--- config.mk ---
export PLATFORM = sky130hd
export DESIGN_NAME = irq_summary_bank
export DESIGN_NICKNAME = d
export VERILOG_FILES = /design/src/rtl/irqsum_pkg.sv /design/src/rtl/irqsum_sync.sv /design/src/rtl/irqsum_mask_regs.sv /design/src/rtl/irqsum_read_mux.sv /design/src/rtl/irq_summary_bank.sv
export SDC_FILE = /design/constraint.sdc
export NUM_CORES = 1
export LEC_CHECK = 0
export BUFFER_PORTS_ARGS = -buffer_cell sky130_fd_sc_hd__buf_2
export CORE_ASPECT_RATIO = 1.2
export CORE_MARGIN = 2
export CORE_UTILIZATION = 35
export CTS_CLUSTER_DIAMETER = 200
export DETAILED_ROUTE_END_ITERATION = 12
export GPL_TIMING_DRIVEN = 1
export PLACE_DENSITY = 0.55
export RECOVER_POWER = 25
export SETUP_SLACK_MARGIN = 0.4
export SLEW_MARGIN = 20
export SYNTH_ARGS = -nofsm -noshare
export SYNTH_HDL_FRONTEND = slang
export SYNTH_HIERARCHICAL = 1
export SYNTH_SLANG_ARGS = --single-unit
--- constraint.sdc ---
create_clock -name clk -period 2.19 [get_ports clk]
set_input_delay 0.438 -clock clk [delete_from_list [all_inputs] [get_ports clk]]
set_output_delay 0.438 -clock clk [all_outputs]
set_load 0.02 [all_outputs]
--- src/rtl/irqsum_pkg.sv ---
package irqsum_pkg;

  localparam int IRQ_SLOTS  = 4;
  localparam int IRQ_SRC_N  = 4 * IRQ_SLOTS + 3;
  localparam int IRQ_BYTE_W = 8;
  localparam int IRQ_REG_N  = 3;
  localparam int IRQ_FLAT_W = IRQ_REG_N * IRQ_BYTE_W;

  // Bits of the flat register image that hold a real source
  localparam logic [IRQ_FLAT_W-1:0] IRQ_IMPL_MASK = IRQ_FLAT_W'((1 << IRQ_SRC_N) - 1);

  typedef struct packed {
    logic                 usb;
    logic                 ide;
    logic                 bridge;
    logic [IRQ_SLOTS-1:0] intd;
    logic [IRQ_SLOTS-1:0] intc;
    logic [IRQ_SLOTS-1:0] intb;
    logic [IRQ_SLOTS-1:0] inta;
  } irq_src_t;

  // Place each source at its register position (software decodes this order)
  function automatic logic [IRQ_FLAT_W-1:0] pack_layout(irq_src_t s);
    logic [IRQ_FLAT_W-1:0] v;
    v        = '0;
    v[3:0]   = s.inta;
    v[4]     = s.bridge;
    v[5]     = s.ide;
    v[6]     = s.usb;
    v[7]     = s.intb[0];
    v[10:8]  = s.intb[3:1];
    v[14:11] = s.intc;
    v[15]    = s.intd[0];
    v[18:16] = s.intd[3:1];
    return v;
  endfunction

endpackage

--- src/rtl/irqsum_sync.sv ---
module irqsum_sync #(
  parameter int WIDTH  = 19,
  parameter int STAGES = 2
) (
  input  logic             clk,
  input  logic             rst_n,
  input  logic [WIDTH-1:0] d,
  output logic [WIDTH-1:0] q
);

  logic [WIDTH-1:0] stage_q [STAGES];

  for (genvar g = 0; g < STAGES; g++) begin : g_stage
    logic [WIDTH-1:0] nxt;
    if (g == 0) begin : g_first
      assign nxt = d;
    end else begin : g_rest
      assign nxt = stage_q[g-1];
    end
    always_ff @(posedge clk) begin
      if (!rst_n) stage_q[g] <= '0;
      else        stage_q[g] <= nxt;
    end
  end

  assign q = stage_q[STAGES-1];

endmodule

--- src/rtl/irqsum_mask_regs.sv ---
module irqsum_mask_regs #(
  parameter int                          REG_N  = 3,
  parameter int                          BYTE_W = 8,
  parameter logic [REG_N*BYTE_W-1:0]     IMPL   = '1
) (
  input  logic                    clk,
  input  logic                    rst_n,
  input  logic                    wr_en,
  input  logic [REG_N-1:0]        wr_sel,
  input  logic [BYTE_W-1:0]       wdata,
  output logic [REG_N*BYTE_W-1:0] mask_q
);

  for (genvar g = 0; g < REG_N; g++) begin : g_byte
    localparam logic [BYTE_W-1:0] KEEP = IMPL[g*BYTE_W +: BYTE_W];
    always_ff @(posedge clk) begin
      if (!rst_n)                  mask_q[g*BYTE_W +: BYTE_W] <= '0;
      else if (wr_en && wr_sel[g]) mask_q[g*BYTE_W +: BYTE_W] <= wdata & KEEP;
    end
  end

endmodule

--- src/rtl/irqsum_read_mux.sv ---
module irqsum_read_mux #(
  parameter int REG_N  = 3,
  parameter int BYTE_W = 8
) (
  input  logic                    clk,
  input  logic                    rst_n,
  input  logic                    rd_en,
  input  logic [REG_N-1:0]        rd_sel,
  input  logic [REG_N*BYTE_W-1:0] status,
  output logic [BYTE_W-1:0]       rdata
);

  logic [BYTE_W-1:0] picked;

  always_comb begin
    picked = '0;
    for (int i = 0; i < REG_N; i++) begin
      if (rd_sel[i]) picked = picked | status[i*BYTE_W +: BYTE_W];
    end
  end

  always_ff @(posedge clk) begin
    if (!rst_n)     rdata <= '0;
    else if (rd_en) rdata <= picked;
    else            rdata <= '0;
  end

endmodule

--- src/rtl/irq_summary_bank.sv ---
module irq_summary_bank
  import irqsum_pkg::*;
#(
  parameter int                ADDR_W      = 12,
  parameter logic [ADDR_W-1:0] BASE_ADDR   = 12'h804,
  parameter int                SYNC_STAGES = 2
) (
  input  logic                 clk,
  input  logic                 rst_n,
  input  logic [ADDR_W-1:0]    io_addr,
  input  logic                 io_wr,
  input  logic                 io_rd,
  input  logic [IRQ_BYTE_W-1:0] io_wdata,
  output logic [IRQ_BYTE_W-1:0] io_rdata,
  input  logic [IRQ_SLOTS-1:0] slot_inta,
  input  logic [IRQ_SLOTS-1:0] slot_intb,
  input  logic [IRQ_SLOTS-1:0] slot_intc,
  input  logic [IRQ_SLOTS-1:0] slot_intd,
  input  logic                 bridge_irq,
  input  logic                 ide_irq,
  input  logic                 usb_irq,
  output logic                 cpu_irq
);

  localparam int REG_N  = IRQ_REG_N;
  localparam int BYTE_W = IRQ_BYTE_W;
  localparam int FLAT_W = IRQ_FLAT_W;

  // Named internal events (used by the bound checker)
  logic [REG_N-1:0]  reg_sel;
  logic              wr_hit;
  logic              rd_hit;
  logic [FLAT_W-1:0] mask_q;
  logic [FLAT_W-1:0] status_flat;
  logic              irq_any;
  logic              cpu_irq_q;

  // Address decode: one select per register byte
  for (genvar g = 0; g < REG_N; g++) begin : g_dec
    assign reg_sel[g] = (io_addr == BASE_ADDR + ADDR_W'(g));
  end

  assign wr_hit = io_wr && (|reg_sel);
  assign rd_hit = io_rd && (|reg_sel);

  // Source synchronizer
  irq_src_t raw_src;
  irq_src_t sync_src;

  assign raw_src = '{usb: usb_irq, ide: ide_irq, bridge: bridge_irq,
                     intd: slot_intd, intc: slot_intc, intb: slot_intb,
                     inta: slot_inta};

  irqsum_sync #(
    .WIDTH  (IRQ_SRC_N),
    .STAGES (SYNC_STAGES)
  ) u_sync (
    .clk   (clk),
    .rst_n (rst_n),
    .d     (raw_src),
    .q     (sync_src)
  );

  assign status_flat = pack_layout(sync_src);

  // Write-only enable storage
  irqsum_mask_regs #(
    .REG_N  (REG_N),
    .BYTE_W (BYTE_W),
    .IMPL   (IRQ_IMPL_MASK)
  ) u_mask (
    .clk    (clk),
    .rst_n  (rst_n),
    .wr_en  (wr_hit),
    .wr_sel (reg_sel),
    .wdata  (io_wdata),
    .mask_q (mask_q)
  );

  // Raw status read path
  irqsum_read_mux #(
    .REG_N  (REG_N),
    .BYTE_W (BYTE_W)
  ) u_rd (
    .clk    (clk),
    .rst_n  (rst_n),
    .rd_en  (rd_hit),
    .rd_sel (reg_sel),
    .status (status_flat),
    .rdata  (io_rdata)
  );

  // Combined interrupt
  assign irq_any = |(status_flat & mask_q);

  always_ff @(posedge clk) begin
    if (!rst_n) cpu_irq_q <= 1'b0;
    else        cpu_irq_q <= irq_any;
  end

  assign cpu_irq = cpu_irq_q;

endmodule

==> results of run 1 <==
## power breakdown
part | total [mW] | internal (mW) | switching, mW
clock | 1.03 | 0.586 | 0.440
sequential | 1.25 | 1.23 | 0.0154
combinational | 0.0881 | 0.0473 | 0.0409
total | 2.36 | 1.87 | 0.497
## worst max-delay path by stage
stage,start,endpoint
floorplan,io_addr[5],u_rd/rdata[0]$_SDFF_PN0_
global placement,io_addr[5],u_mask/mask_q[1]$_SDFFE_PN0P_
detailed placement,io_addr[5],u_mask/mask_q[2]$_SDFFE_PN0P_
CTS,io_addr[5],u_mask/mask_q[2]$_SDFFE_PN0P_
global route,io_addr[5],u_mask/mask_q[0]$_SDFFE_PN0P_
finish,io_addr[5],u_mask/mask_q[2]$_SDFFE_PN0P_
## flip-flops by register name, indices dropped and copies added (netlist names)
register / flops
u_rd/rdata: 8
u_mask/mask_q: 19
cpu_irq: 1
u_sync/stage_q: 38
## final cells by class
cell class | instances | area [um^2]
clock inverter | 4 | 50.0
tap | 85 | 106
fill | 660 | 3510
clock buffer | 12 | 155
timing repair buffer | 59 | 312
multi-input combinational | 136 | 875
sequential | 66 | 1320
## layout by cell type (no fill, tap or decap), drive strengths merged
master    count
clkbuf       14
nor2          8
and2         42
mux2i         9
nand4        11
a222oi        9
nor4          1
nor3          1
a22o          2
nand3         1
nor3b         2
o21ai        10
dfxtp        66
clkinv        1
a22oi         4
nor4b         1
a221oi        2
nand2        25
buf          57
a21oi         1
o21a          1
bufinv        1
nand4b        1
clkinvlp      2
conb          5
## worst max-delay path: stages
cell      delay, ns
buf_2          0.11
nor4_2         0.30
nand4b_2       0.21
a21oi_2        0.16
and2_1         0.24
and2_4         0.24
mux2i_1        0.22
## metrics by stage
| stage | hold WS [ns] | util, % | setup WS (ns) | total power, mW |
|---|---|---|---|---|
| after floorplan | 0.406 | - | 0.404 | 1.31 |
| after global placement | 0.418 | 41.4 | 0.316 | 1.36 |
| after detailed placement | 0.418 | 41.4 | 0.227 | 1.37 |
| after CTS | 0.281 | 44.6 | 0.576 | 2.40 |
| after global routing | 0.279 | 44.6 | 0.432 | 2.47 |
| final | 0.302 | 44.6 | 0.529 | 2.36 |
## metal layers
layer / global-route usage (%) / share of wire [%] / up-vias
li1: - / - / 852
met1: 16.2 / 41 / 721
met2: 23.8 / 49 / 58
met3: 5.12 / 6.6 / 13
met4: 9.52 / 3.3 / 0
met5: 0 / 0 / -
==> flow_summary.ini, run 1 <==
[placement]
place_hpwl_um = 3500
placed_cells = 346
finalWeightedCongestion = 0.825
portBuffers = 51
dpl_cell_area_um2 = 2620

[sta]
fin_tns_setup_ns = 0
slew_viol_final = 0
finalClockSkew_ns = 0.00366
maxClockFrequency_ghz = 0.602
rsz0062_at_grt = no
fin_crit_ns = 1.66
finalHoldViolations = 0
setup-violations-final = 0
finalCritPeriodShare_pct = 75.9
relSlewSlack_pct = 51.5
tightestPinTransition_ns = 0.727

[run_status]
run_status = completed

[clocking]
ctsHoldBuffers = 0
htree_levels = 3
path_clk_slew_ns = 0.07
cts_made_buffers = 9
clock-sinks = 66
cts_root_buf = clkbuf_8
tritoncts = built
clock_path_buffers = 2
postCtsSetupBuffers = 0
cts_resized = 0
clk_latency_ns = 0.34

[floorplan]
ios = 52
start_util_pct = 35.6
die_x_um = 77.3
die_h_um = 91.9
rows = 32
design.core.area_um2 = 6330
dieArea_um2 = 7100

[power]
p_per_area_nw_per_um2 = 838
p_leak_nw = 1.20
ir_drop_mv = 0.390

[worst_setup_path]
start_kind = input pin
reg2reg_depth = 4
r2r_start = u_sync/stage_q[1][1]$_SDFF_PN0_
r2r-end = cpu_irq$_SDFF_PN0_
cp_max_fo = 8
worstSetupPathType = in -> reg
critPathCaptureType = register
arrival_ns = 1.92
r2r_slack_ns = 0.98
cp.required_ns = 2.45

[route]
dr.pass1.iters = 4
post_drt_wl_per_cell_um = 13.1
viasPerCell = 4.54
drt_wl_total_um = 4750
drt_iter0_markers = 138
ant_nets = 0
via_count = 1644
drc_errors = 0

[layout]
area_growth_pct = 25.0
fin_nets = 315
fin_area_um2 = 2820
drive_above_1_share_pct = 28.9
num_antenna_cells = 0
instances_no_fill = 362

[global_routing]
grt_max_degree = 38
grt.overflow.total = 0
antenna_found_initial = 0
global_route.usage.total_pct = 14.6
grt_first_pass_wirelength_um = 7670
grt_pass1_vias = 1546

[min_path]
hold_start = slot_intd[3]
hold_path_end = u_sync/stage_q[0][15]$_SDFF_PN0_
whs_path_depth = 2
min_path_type = in -> reg

[synth]
yosys_warnings = 6
syn_area_um2 = 2250
synth.avg_cell_area_um2 = 10.7
netlist_instances = 210

[run]
maxCapViolations = 0
Note: power is estimated with default switching activity, not from simulation.
==> inputs of run 2 (changes only) <==
- clock period: 2.19 -> 1.61 ns (I/O delays scaled with it)
==> flow_summary.ini, run 2 (synthesis gave the netlist of run 1 again) <==
[sta]
fin_tns_setup_ns = 0
finalHoldViolations = 0
maxClockFrequency_ghz = 0.700
tightestPinTransition_ns = 0.575
worst_slack_ns = 0.181
finalCritPeriodShare_pct = 88.7
fin_crit_ns = 1.43
slew_viol_final = 0
relSlewSlack_pct = 61.7
rsz0062_at_grt = yes
finalClockSkew_ns = 0.00427
setup-violations-final = 0

[layout]
layout_common_cells = 64 x dfxtp_1, 47 x buf_2, 36 x and2_1
num-fill-cells = 630
instances_no_fill = 365
largest_register_ffs = 38
area_growth_pct = 29.7
fin_util_pct = 46.2
final_common_cell = dfxtp_1
drive_above_1_share_pct = 31.4
fin_nets = 318
num_antenna_cells = 0
reg_top3 = u_sync/stage_q (38), u_mask/mask_q (19), u_rd/rdata (8)
largest-register = u_sync/stage_q

[clocking]
clk_latency_ns = 0.33
htree_levels = 3
clock-sinks = 66
clock_path_buffers = 2
cts_root_buf = clkbuf_8
tritoncts = built
cts_made_buffers = 9
path_clk_slew_ns = 0.07

[worst_setup_path]
start_kind = input pin
slowest_delay_ns = 0.32
cp.required_ns = 1.86
cp_num_buf_inv = 2
worstSetupPathType = in -> reg
cp_slowest_cell = nor4_4
cp_top_family = simple AND/OR/NAND/NOR gates
critPathCaptureType = register
path_cells = buf_6 -> nor4_4 -> nand4b_4 -> nor3b_2 -> buf_4 -> a222oi_1 -> nor2_1
arrival_ns = 1.68
cp_max_fo = 8

[power]
p_leak_nw = 1.24
ir_drop_mv = 0.521
p_per_area_nw_per_um2 = 1130
p_total_mw = 3.29

[floorplan]
start_util_pct = 35.6
ios = 52
rows = 32
dieArea_um2 = 7100
die_h_um = 91.9
die_x_um = 77.3
design.core.area_um2 = 6330

[route]
dr.pass1.iters = 5
drt_wl_total_um = 4820
drc_errors = 0
viasPerCell = 4.65
post_drt_wl_per_cell_um = 13.2
drt_iter0_markers = 182
via_count = 1697
ant_nets = 0

[global_routing]
grt_max_degree = 21
grt_pass1_vias = 1652
grt_first_pass_wirelength_um = 7780
global_route.usage.total_pct = 14.6
grt.overflow.total = 0
antenna_found_initial = 0

[run]
maxCapViolations = 0

[min_path]
min_path_type = in -> reg

[placement]
portBuffers = 51
post-place-ws_ns = -0.213
placed_cells = 348
place_hpwl_um = 3540
finalWeightedCongestion = 0.808

[run_status]
run_status = completed
-- run 2: changes by cell type in the layout (fill, tap and decap cells not counted), sizes merged --
cell	change
clkinvlp	-2
bufinv	+1
clkinv	+2
buf	+2
-- run 2: worst paths after layout --
path / startpoint / endpoint / slack (ns) / cells after the start
setup reg to reg: u_mask/mask_q[1]$_SDFFE_PN0P_ / cpu_irq$_SDFF_PN0_ / 0.41 / 4
setup / recovery: io_addr[4] / u_rd/rdata[2]$_SDFF_PN0_ / 0.18 / 7
hold reg to reg: u_sync/stage_q[0][0]$_SDFF_PN0_ / u_sync/stage_q[1][0]$_SDFF_PN0_ / 0.43 / 1
hold / removal: slot_intc[1] / u_sync/stage_q[0][9]$_SDFF_PN0_ / 0.19 / 2
-- run 2: repair_timing --
item / 4_1_cts / 5_1_grt
setup buffers: 1 / 0
setup endpoints to repair: 28 / 28
pin swaps: 6 / 9
hold buffers: 0 / 0
gates resized for setup: 7 / 6
-- run 2: worst register-to-register path, cell delays in order (launching register included) --
cell      delay [ns]
dfxtp_2         0.33
a22o_1          0.23
a221oi_2        0.16
nand4_1         0.16
o21a_1          0.21
-- run 2: cell type report --
class	count	area [um^2]	share of cell area [%]
timing repair buffer	62	355	12.2
multi-input combinational	136	928	31.8
sequential	66	1320	45.3
clock inverter	5	78.8	2.70
clock buffer	11	131	4.49
tap	85	106	3.64
-- run 2: power by group --
part           switching [mW]  internal [mW]  leakage (nW)  total [mW]
combinational          0.0623         0.0732         0.595       0.136
sequential             0.0194           1.68         0.541        1.70
clock                   0.589          0.870         0.107        1.46
-- run 2: metrics by stage --
step	hold WS [ns]	cell area [um^2]
after global routing	0.172	2920
after floorplan	0.406	2320
after CTS	0.172	2910
after global placement	0.418	2670
after detailed placement	0.419	2670
final	0.193	2920
-- run 2: metal layers --
metal	vias up	GRT usage, %	part of all wire (%)	routed length, um
met2	65	22.8	50	2410
met3	6	5.02	5.4	259
met4	0	8.63	1.7	81
met1	769	17.2	43	2070
li1	857	-	-	-
met5	-	0	0	0
